$ cat src/rtl/tw_pkg.sv
package tw_pkg;
    typedef enum logic [1:0] {
        HOLD_EMPTY   = 2'd0,
        HOLD_PRIMARY = 2'd1,
        HOLD_SHADOW  = 2'd2
    } hold_state_t;

    localparam logic WAVE_PRIMARY = 1'b0;
    localparam logic WAVE_SHADOW  = 1'b1;
    localparam int   PIPE_STAGES  = 3;
endpackage

$ cat src/rtl/tw_issue.sv
module tw_issue
    import tw_pkg::*;
#(
    parameter int DATA_W = 8
) (
    input  logic              clk,
    input  logic              rst_n,
    input  logic              in_valid,
    output logic              in_ready,
    input  logic [DATA_W-1:0] in_a,
    input  logic [DATA_W-1:0] in_b,
    input  logic [DATA_W-1:0] in_c,
    output logic [DATA_W-1:0] op_a,
    output logic [DATA_W-1:0] op_b,
    output logic [DATA_W-1:0] op_c,
    output logic              wave_valid,
    output logic              wave_tag
);
    hold_state_t state, state_nxt;
    logic accept;

    assign accept = in_valid && in_ready;

    // state register
    always_ff @(posedge clk or negedge rst_n) begin
        if (!rst_n) state <= HOLD_EMPTY;
        else        state <= state_nxt;
    end

    always_comb begin
        state_nxt = state;
        unique case (state)
            HOLD_EMPTY:   state_nxt = accept ? HOLD_PRIMARY : HOLD_EMPTY;
            HOLD_PRIMARY: state_nxt = HOLD_SHADOW;
            HOLD_SHADOW:  state_nxt = accept ? HOLD_PRIMARY : HOLD_EMPTY;
            default:      state_nxt = HOLD_EMPTY;
        endcase
    end

    // outputs per state
    always_comb begin
        in_ready   = 1'b1;
        wave_valid = 1'b0;
        wave_tag   = WAVE_PRIMARY;
        unique case (state)
            HOLD_EMPTY: begin
                in_ready   = 1'b1;
                wave_valid = 1'b0;
                wave_tag   = WAVE_PRIMARY;
            end
            HOLD_PRIMARY: begin
                in_ready   = 1'b0;
                wave_valid = 1'b1;
                wave_tag   = WAVE_PRIMARY;
            end
            HOLD_SHADOW: begin
                in_ready   = 1'b1;
                wave_valid = 1'b1;
                wave_tag   = WAVE_SHADOW;
            end
            default: begin
                in_ready   = 1'b1;
                wave_valid = 1'b0;
                wave_tag   = WAVE_PRIMARY;
            end
        endcase
    end

    always_ff @(posedge clk or negedge rst_n) begin
        if (!rst_n) begin
            op_a <= '0;
            op_b <= '0;
            op_c <= '0;
        end else if (accept) begin
            op_a <= in_a;
            op_b <= in_b;
            op_c <= in_c;
        end
    end

    a_r2_ready_drops: assert property (@(posedge clk) disable iff (!rst_n)
        (in_valid && in_ready) |=> !in_ready);

    a_r2_ready_returns: assert property (@(posedge clk) disable iff (!rst_n)
        !in_ready |=> in_ready);
endmodule

$ cat src/rtl/tw_pipe.sv
module tw_pipe
    import tw_pkg::*;
#(
    parameter int DATA_W = 8
) (
    input  logic                                clk,
    input  logic                                rst_n,
    input  logic                                wave_valid,
    input  logic                                wave_tag,
    input  logic [DATA_W-1:0]                   op_a,
    input  logic [DATA_W-1:0]                   op_b,
    input  logic [DATA_W-1:0]                   op_c,
    input  logic                                inj_en,
    input  logic [1:0]                          inj_stage,
    input  logic                                inj_wave,
    input  logic [$clog2(2*DATA_W+1)-1:0]       inj_bit,
    output logic                                s3_valid,
    output logic                                s3_tag,
    output logic [2*DATA_W:0]                   s3_res
);
    localparam int PROD_W = 2 * DATA_W;
    localparam int RES_W  = PROD_W + 1;

    logic [PIPE_STAGES:0]   v_chain;
    logic [PIPE_STAGES:0]   t_chain;
    logic [PIPE_STAGES-1:0] hit;
    logic [RES_W-1:0]       flip;

    logic [PROD_W-1:0] s1_prod;
    logic [DATA_W-1:0] s1_add;
    logic [RES_W-1:0]  s2_sum;
    logic [RES_W-1:0]  s3_val;

    assign v_chain[0] = wave_valid;
    assign t_chain[0] = wave_tag;
    assign flip       = RES_W'(1) << inj_bit;

    // valid/tag travel alongside the data; each stage decides its own injection hit
    for (genvar k = 0; k < PIPE_STAGES; k++) begin : g_stage_ctl
        always_ff @(posedge clk or negedge rst_n) begin
            if (!rst_n) begin
                v_chain[k+1] <= 1'b0;
                t_chain[k+1] <= WAVE_PRIMARY;
            end else begin
                v_chain[k+1] <= v_chain[k];
                t_chain[k+1] <= t_chain[k];
            end
        end
        assign hit[k] = inj_en && (inj_stage == 2'(k + 1)) &&
                        v_chain[k] && (t_chain[k] == inj_wave);
    end

    always_ff @(posedge clk or negedge rst_n) begin
        if (!rst_n) begin
            s1_prod <= '0;
            s1_add  <= '0;
            s2_sum  <= '0;
            s3_val  <= '0;
        end else begin
            s1_prod <= (PROD_W'(op_a) * PROD_W'(op_b)) ^
                       (hit[0] ? flip[PROD_W-1:0] : '0);
            s1_add  <= op_c;
            s2_sum  <= ({1'b0, s1_prod} + RES_W'(s1_add)) ^ (hit[1] ? flip : '0);
            s3_val  <= s2_sum ^ (hit[2] ? flip : '0);
        end
    end

    assign s3_valid = v_chain[PIPE_STAGES];
    assign s3_tag   = t_chain[PIPE_STAGES];
    assign s3_res   = s3_val;

    // a primary wave in the product stage is always trailed by its shadow
    a_r4_shadow_trails: assert property (@(posedge clk) disable iff (!rst_n)
        (v_chain[1] && t_chain[1] == WAVE_PRIMARY) |=>
        (v_chain[1] && t_chain[1] == WAVE_SHADOW));
endmodule

$ cat src/rtl/tw_cmp.sv
module tw_cmp
    import tw_pkg::*;
#(
    parameter int DATA_W = 8
) (
    input  logic              clk,
    input  logic              rst_n,
    input  logic              s3_valid,
    input  logic              s3_tag,
    input  logic [2*DATA_W:0] s3_res,
    output logic              out_valid,
    output logic [2*DATA_W:0] out_result,
    output logic              out_err
);
    logic [2*DATA_W:0] prim_buf;

    always_ff @(posedge clk or negedge rst_n) begin
        if (!rst_n)                                   prim_buf <= '0;
        else if (s3_valid && s3_tag == WAVE_PRIMARY)  prim_buf <= s3_res;
    end

    assign out_valid  = s3_valid && (s3_tag == WAVE_SHADOW);
    assign out_result = prim_buf;
    assign out_err    = out_valid && (s3_res != prim_buf);

    // a completing shadow wave was preceded by its primary in the last stage
    a_r4_pair_complete: assert property (@(posedge clk) disable iff (!rst_n)
        (s3_valid && s3_tag == WAVE_SHADOW) |->
        $past(s3_valid && s3_tag == WAVE_PRIMARY));
endmodule

$ cat src/rtl/twin_wave_mac.sv
module twin_wave_mac #(
    parameter int DATA_W = 8
) (
    input  logic                          clk,
    input  logic                          rst_n,
    input  logic                          in_valid,
    output logic                          in_ready,
    input  logic [DATA_W-1:0]             in_a,
    input  logic [DATA_W-1:0]             in_b,
    input  logic [DATA_W-1:0]             in_c,
    input  logic                          inj_en,
    input  logic [1:0]                    inj_stage,
    input  logic                          inj_wave,
    input  logic [$clog2(2*DATA_W+1)-1:0] inj_bit,
    output logic                          out_valid,
    output logic [2*DATA_W:0]             out_result,
    output logic                          out_err
);
    logic [DATA_W-1:0] op_a, op_b, op_c;
    logic              wave_valid, wave_tag;
    logic              s3_valid, s3_tag;
    logic [2*DATA_W:0] s3_res;

    tw_issue #(.DATA_W(DATA_W)) u_issue (
        .clk(clk), .rst_n(rst_n),
        .in_valid(in_valid), .in_ready(in_ready),
        .in_a(in_a), .in_b(in_b), .in_c(in_c),
        .op_a(op_a), .op_b(op_b), .op_c(op_c),
        .wave_valid(wave_valid), .wave_tag(wave_tag)
    );

    tw_pipe #(.DATA_W(DATA_W)) u_pipe (
        .clk(clk), .rst_n(rst_n),
        .wave_valid(wave_valid), .wave_tag(wave_tag),
        .op_a(op_a), .op_b(op_b), .op_c(op_c),
        .inj_en(inj_en), .inj_stage(inj_stage),
        .inj_wave(inj_wave), .inj_bit(inj_bit),
        .s3_valid(s3_valid), .s3_tag(s3_tag), .s3_res(s3_res)
    );

    tw_cmp #(.DATA_W(DATA_W)) u_cmp (
        .clk(clk), .rst_n(rst_n),
        .s3_valid(s3_valid), .s3_tag(s3_tag), .s3_res(s3_res),
        .out_valid(out_valid), .out_result(out_result), .out_err(out_err)
    );

    // with the hook idle over a whole operation's flight, no mismatch is flagged
    a_r5_clean_no_err: assert property (@(posedge clk) disable iff (!rst_n)
        (out_valid && !$past(inj_en, 1) && !$past(inj_en, 2) &&
         !$past(inj_en, 3) && !$past(inj_en, 4)) |-> !out_err);

    // the error flag never stands alone
    a_r6_err_qualified: assert property (@(posedge clk) disable iff (!rst_n)
        out_err |-> out_valid);
endmodule

$ cat config.mk
export PLATFORM = sky130hd
export DESIGN_NAME = twin_wave_mac
export DESIGN_NICKNAME = d
export VERILOG_FILES = /design/src/rtl/tw_pkg.sv /design/src/rtl/tw_issue.sv /design/src/rtl/tw_pipe.sv /design/src/rtl/tw_cmp.sv /design/src/rtl/twin_wave_mac.sv
export SDC_FILE = /design/constraint.sdc
export NUM_CORES = 1
export LEC_CHECK = 0
export ABC_AREA = 1
export BUFFER_PORTS_ARGS = -buffer_cell sky130_fd_sc_hd__buf_2
export CORE_MARGIN = 2
export CORE_UTILIZATION = 40
export DETAILED_ROUTE_END_ITERATION = 10
export GPL_TIMING_DRIVEN = 0
export PLACE_DENSITY_LB_ADDON = 0.2
export SLEW_MARGIN = 20
export SYNTH_ARGS = -nofsm -noshare
export SYNTH_HDL_FRONTEND = slang
export SYNTH_SLANG_ARGS = --single-unit
$ cat constraint.sdc
create_clock -name clk -period 8.5 [get_ports clk]
set_input_delay 1.7 -clock clk [delete_from_list [all_inputs] [get_ports clk]]
set_output_delay 1.7 -clock clk [all_outputs]
set_load 0.05 [all_outputs]
==> impl_metrics.toml <==
[critical_path]
timing.critical_path.to_type = "register"
critPathTopFamily = "adder cells"
slowest_delay_ps = 550
critical_path.cell_chain = "clkbuf_1, nand2_1, fa_1, fa_1, inv_1, fa_1, inv_1, fa_1, inv_1, ha_1, nand2_1, nor2_1, nand3_1, nand3_1, nand2_1, nand3_1, nand2_1"
critical_path.slowest_cell = "fa_1"
arrival_ps = 4490
worstPathRequired_ps = 8750
timing.critical_path.fanout_max = 9
criticalPathCategory = "register to register"
worst_setup_path_start_kind = "register"
worst-path-buf-inv = 4

[timing]
worst_relative_slew_slack = 0.667
final.setup.tns_ps = 0
fmax_ghz = 0.236
timing_max_transition_violations_final = 0
final_hold_viol_count = 0
period_share = 0.499
clock-skew-final_ps = 15.1
setup_viol_count_final = 0
fin_crit_ps = 4240
timing_worst_slew_pin_value_ps = 499
rsz_0062_raised_after_global_routing = "false"

[cts]
cts.repair_timing.setup_buffer_count = 0
tritoncts = "built"
worst_setup_hold_path_clk_slew_ps = 80
cts_max_level = 3
cts_buffer_depth = 2
ctsResizeCount = 0
tritoncts_num_sinks = 107
cts_hold_buffers = 0
cts_inserted_buffers = 9
clkLatencyLatePin_ps = 350
clock-root-buffer = "clkbuf_16"

[synthesis]
most_common_cell_in_the_netlist = "nand2_1"
synth_ff_type = "dfrtp_1"
yosys_warnings = 0
synth.top_cells.by_count = "nand2_1, inv_1, dfrtp_1"
post_synthesis_sequential_element_count = 107
yosys.area.top_type_share = 0.359
synth-async-reset-ratio = 1.00
synth.avg_cell_area_um2 = 8.21
syn_inst = 908
synth-edff-count = 0
netlist_area_um2 = 7460
synthDominantAreaCellType = "dfrtp_1"
synth_top_cells_by_area = "dfrtp_1, nand2_1, fa_1"
synth.distinct_cells = 29
synth_seq_area_share = 0.359
synth_fp_nets = 1029

[place]
place_congestion = 0.827
port-buffer-count = 55
post-place-cells = 1193
post-dp-hpwl_um = 11900

[global_routing]
grt_max_degree = 75
gr-usage-all-layers = 0.160
grt_remaining_overflow = 0
antenna_found_initial = 0
number_of_global_route_vias_before_repair = 5479
grt_pass1_wl_um = 25400

[finish]
fillerInstances = 1824
share_of_post_route_cells_with_drive_strength_above_1 = 0.123
antenna-diode-count = 0
nets = 1096
area_growth_syn_to_layout_pct = 12.1
number_of_non_filler_instances_in_the_completed_layout = 1209

[floorplan]
fp.dieArea_um2 = 19700
placement_rows = 49
fp.coreArea_um2 = 18100
start_util = 0.411
die_w_um = 141
io-pin-count = 56
chipHeight_um = 141

[detailed_routing]
drt_pass1_iterations = 4
drt_iter0_markers = 173
vias = 5396
wl_met2_um = 7120
top_layer = "met4"
wl_met1_um = 6860
route.detailed.drc = 0
wl_met3_um = 419
route.final.wire_length_um = 14500
routed_wire_length_per_instance_um = 12.0
drt.antenna.violating_nets = 0
vias_per_cell = 4.46

[outcome]
status = "completed"

[min_path]
path_category_of_the_worst_min_delay_check = "register to register"

[run]
drv_cap = 0
[layer usage]
| layer | up-vias | global-route usage |
|---|---|---|
| met5 | - | 0 |
| met4 | 0 | 0.0411 |
| met3 | 9 | 0.0315 |
| met2 | 71 | 0.286 |
| met1 | 2464 | 0.197 |
| li1 | 2852 | - |
[layout by cell type, fill, tap and decap left out, drive strengths merged, types with 2 or more instances in the layout]
cell and n:
nand2 261, nor2 65, or2 2, dfrtp 107, and2 2, clkinv 2
inv 185, clkbuf 27, nand4 7, nand3 32, mux2 35, xor2 24
o21ai 13, buf 63, ha 48, nand3b 10, a21oi 14, xnor2 36
fa 37, nor3 5
[kinds of logic (layout without fill, tap and decap cells)]
family                     Yosys count  after routing  share of synthesized area
and+or+nand+nor                    384            384                      0.210
adders and majority gates           85             85                      0.180
xor gates and xnor gates            60             60                     0.0705
AOI/OAI and AO/OA                   30             30                     0.0211
buffers and inverters              207            279                      0.107
DFF                                107            107                      0.359
muxes                               35             35                     0.0529
[flip-flops by register name, summed over array words and instances (netlist names), 8 cells and up]
signal / cells
u_issue.op_b: 8
u_cmp.out_result: 17
u_pipe.s1_prod: 16
u_issue.op_c: 8
u_pipe.s2_sum: 17
u_pipe.s1_add: 8
u_pipe.s3_res: 17
u_issue.op_a: 8
[through the flow]
stage / setup slack [ps] / utilization / hold slack, ps / area [µm²]
after floorplan: 4630 / - / 349 / 7460
final: 4260 / 0.461 / 369 / 8360
after global placement: 4260 / 0.442 / 355 / 8020
after CTS: 4210 / 0.461 / 373 / 8360
after detailed placement: 4220 / 0.444 / 358 / 8050
after global routing: 3920 / 0.461 / 373 / 8360
[final cells by class]
| class | instances | area [µm²] | area share |
|---|---|---|---|
| Multi-Input combinational cell | 594 | 3980 | 0.477 |
| Tap cell | 229 | 287 | 0.0343 |
| Clock buffer | 10 | 229 | 0.0274 |
| Inverter | 183 | 687 | 0.0822 |
| Clock inverter | 6 | 80.1 | 0.00958 |
| Sequential cell | 107 | 2680 | 0.320 |
| Timing Repair Buffer | 56 | 309 | 0.0370 |
| Buffer | 24 | 108 | 0.0129 |
[path summary, 6_finish.rpt]
kind                                 start                  end  slack, ps  cells after the start
max                        u_issue.op_a[0]   u_pipe.s1_prod[15]       4260                     17
min                        u_issue.op_c[3]     u_pipe.s1_add[3]        370                      0
max reg2reg                u_issue.op_a[0]   u_pipe.s1_prod[15]       4260                     17
min reg2reg                u_issue.op_c[3]     u_pipe.s1_add[3]        370                      0
max in group asynchronous            rst_n    u_pipe.s1_prod[8]       6620                      2
min in group asynchronous            rst_n  u_cmp.out_result[1]       1210                      1
Power is not shown: default switching activity piles up to over one toggle a cycle in this logic, so the estimate is an artifact.
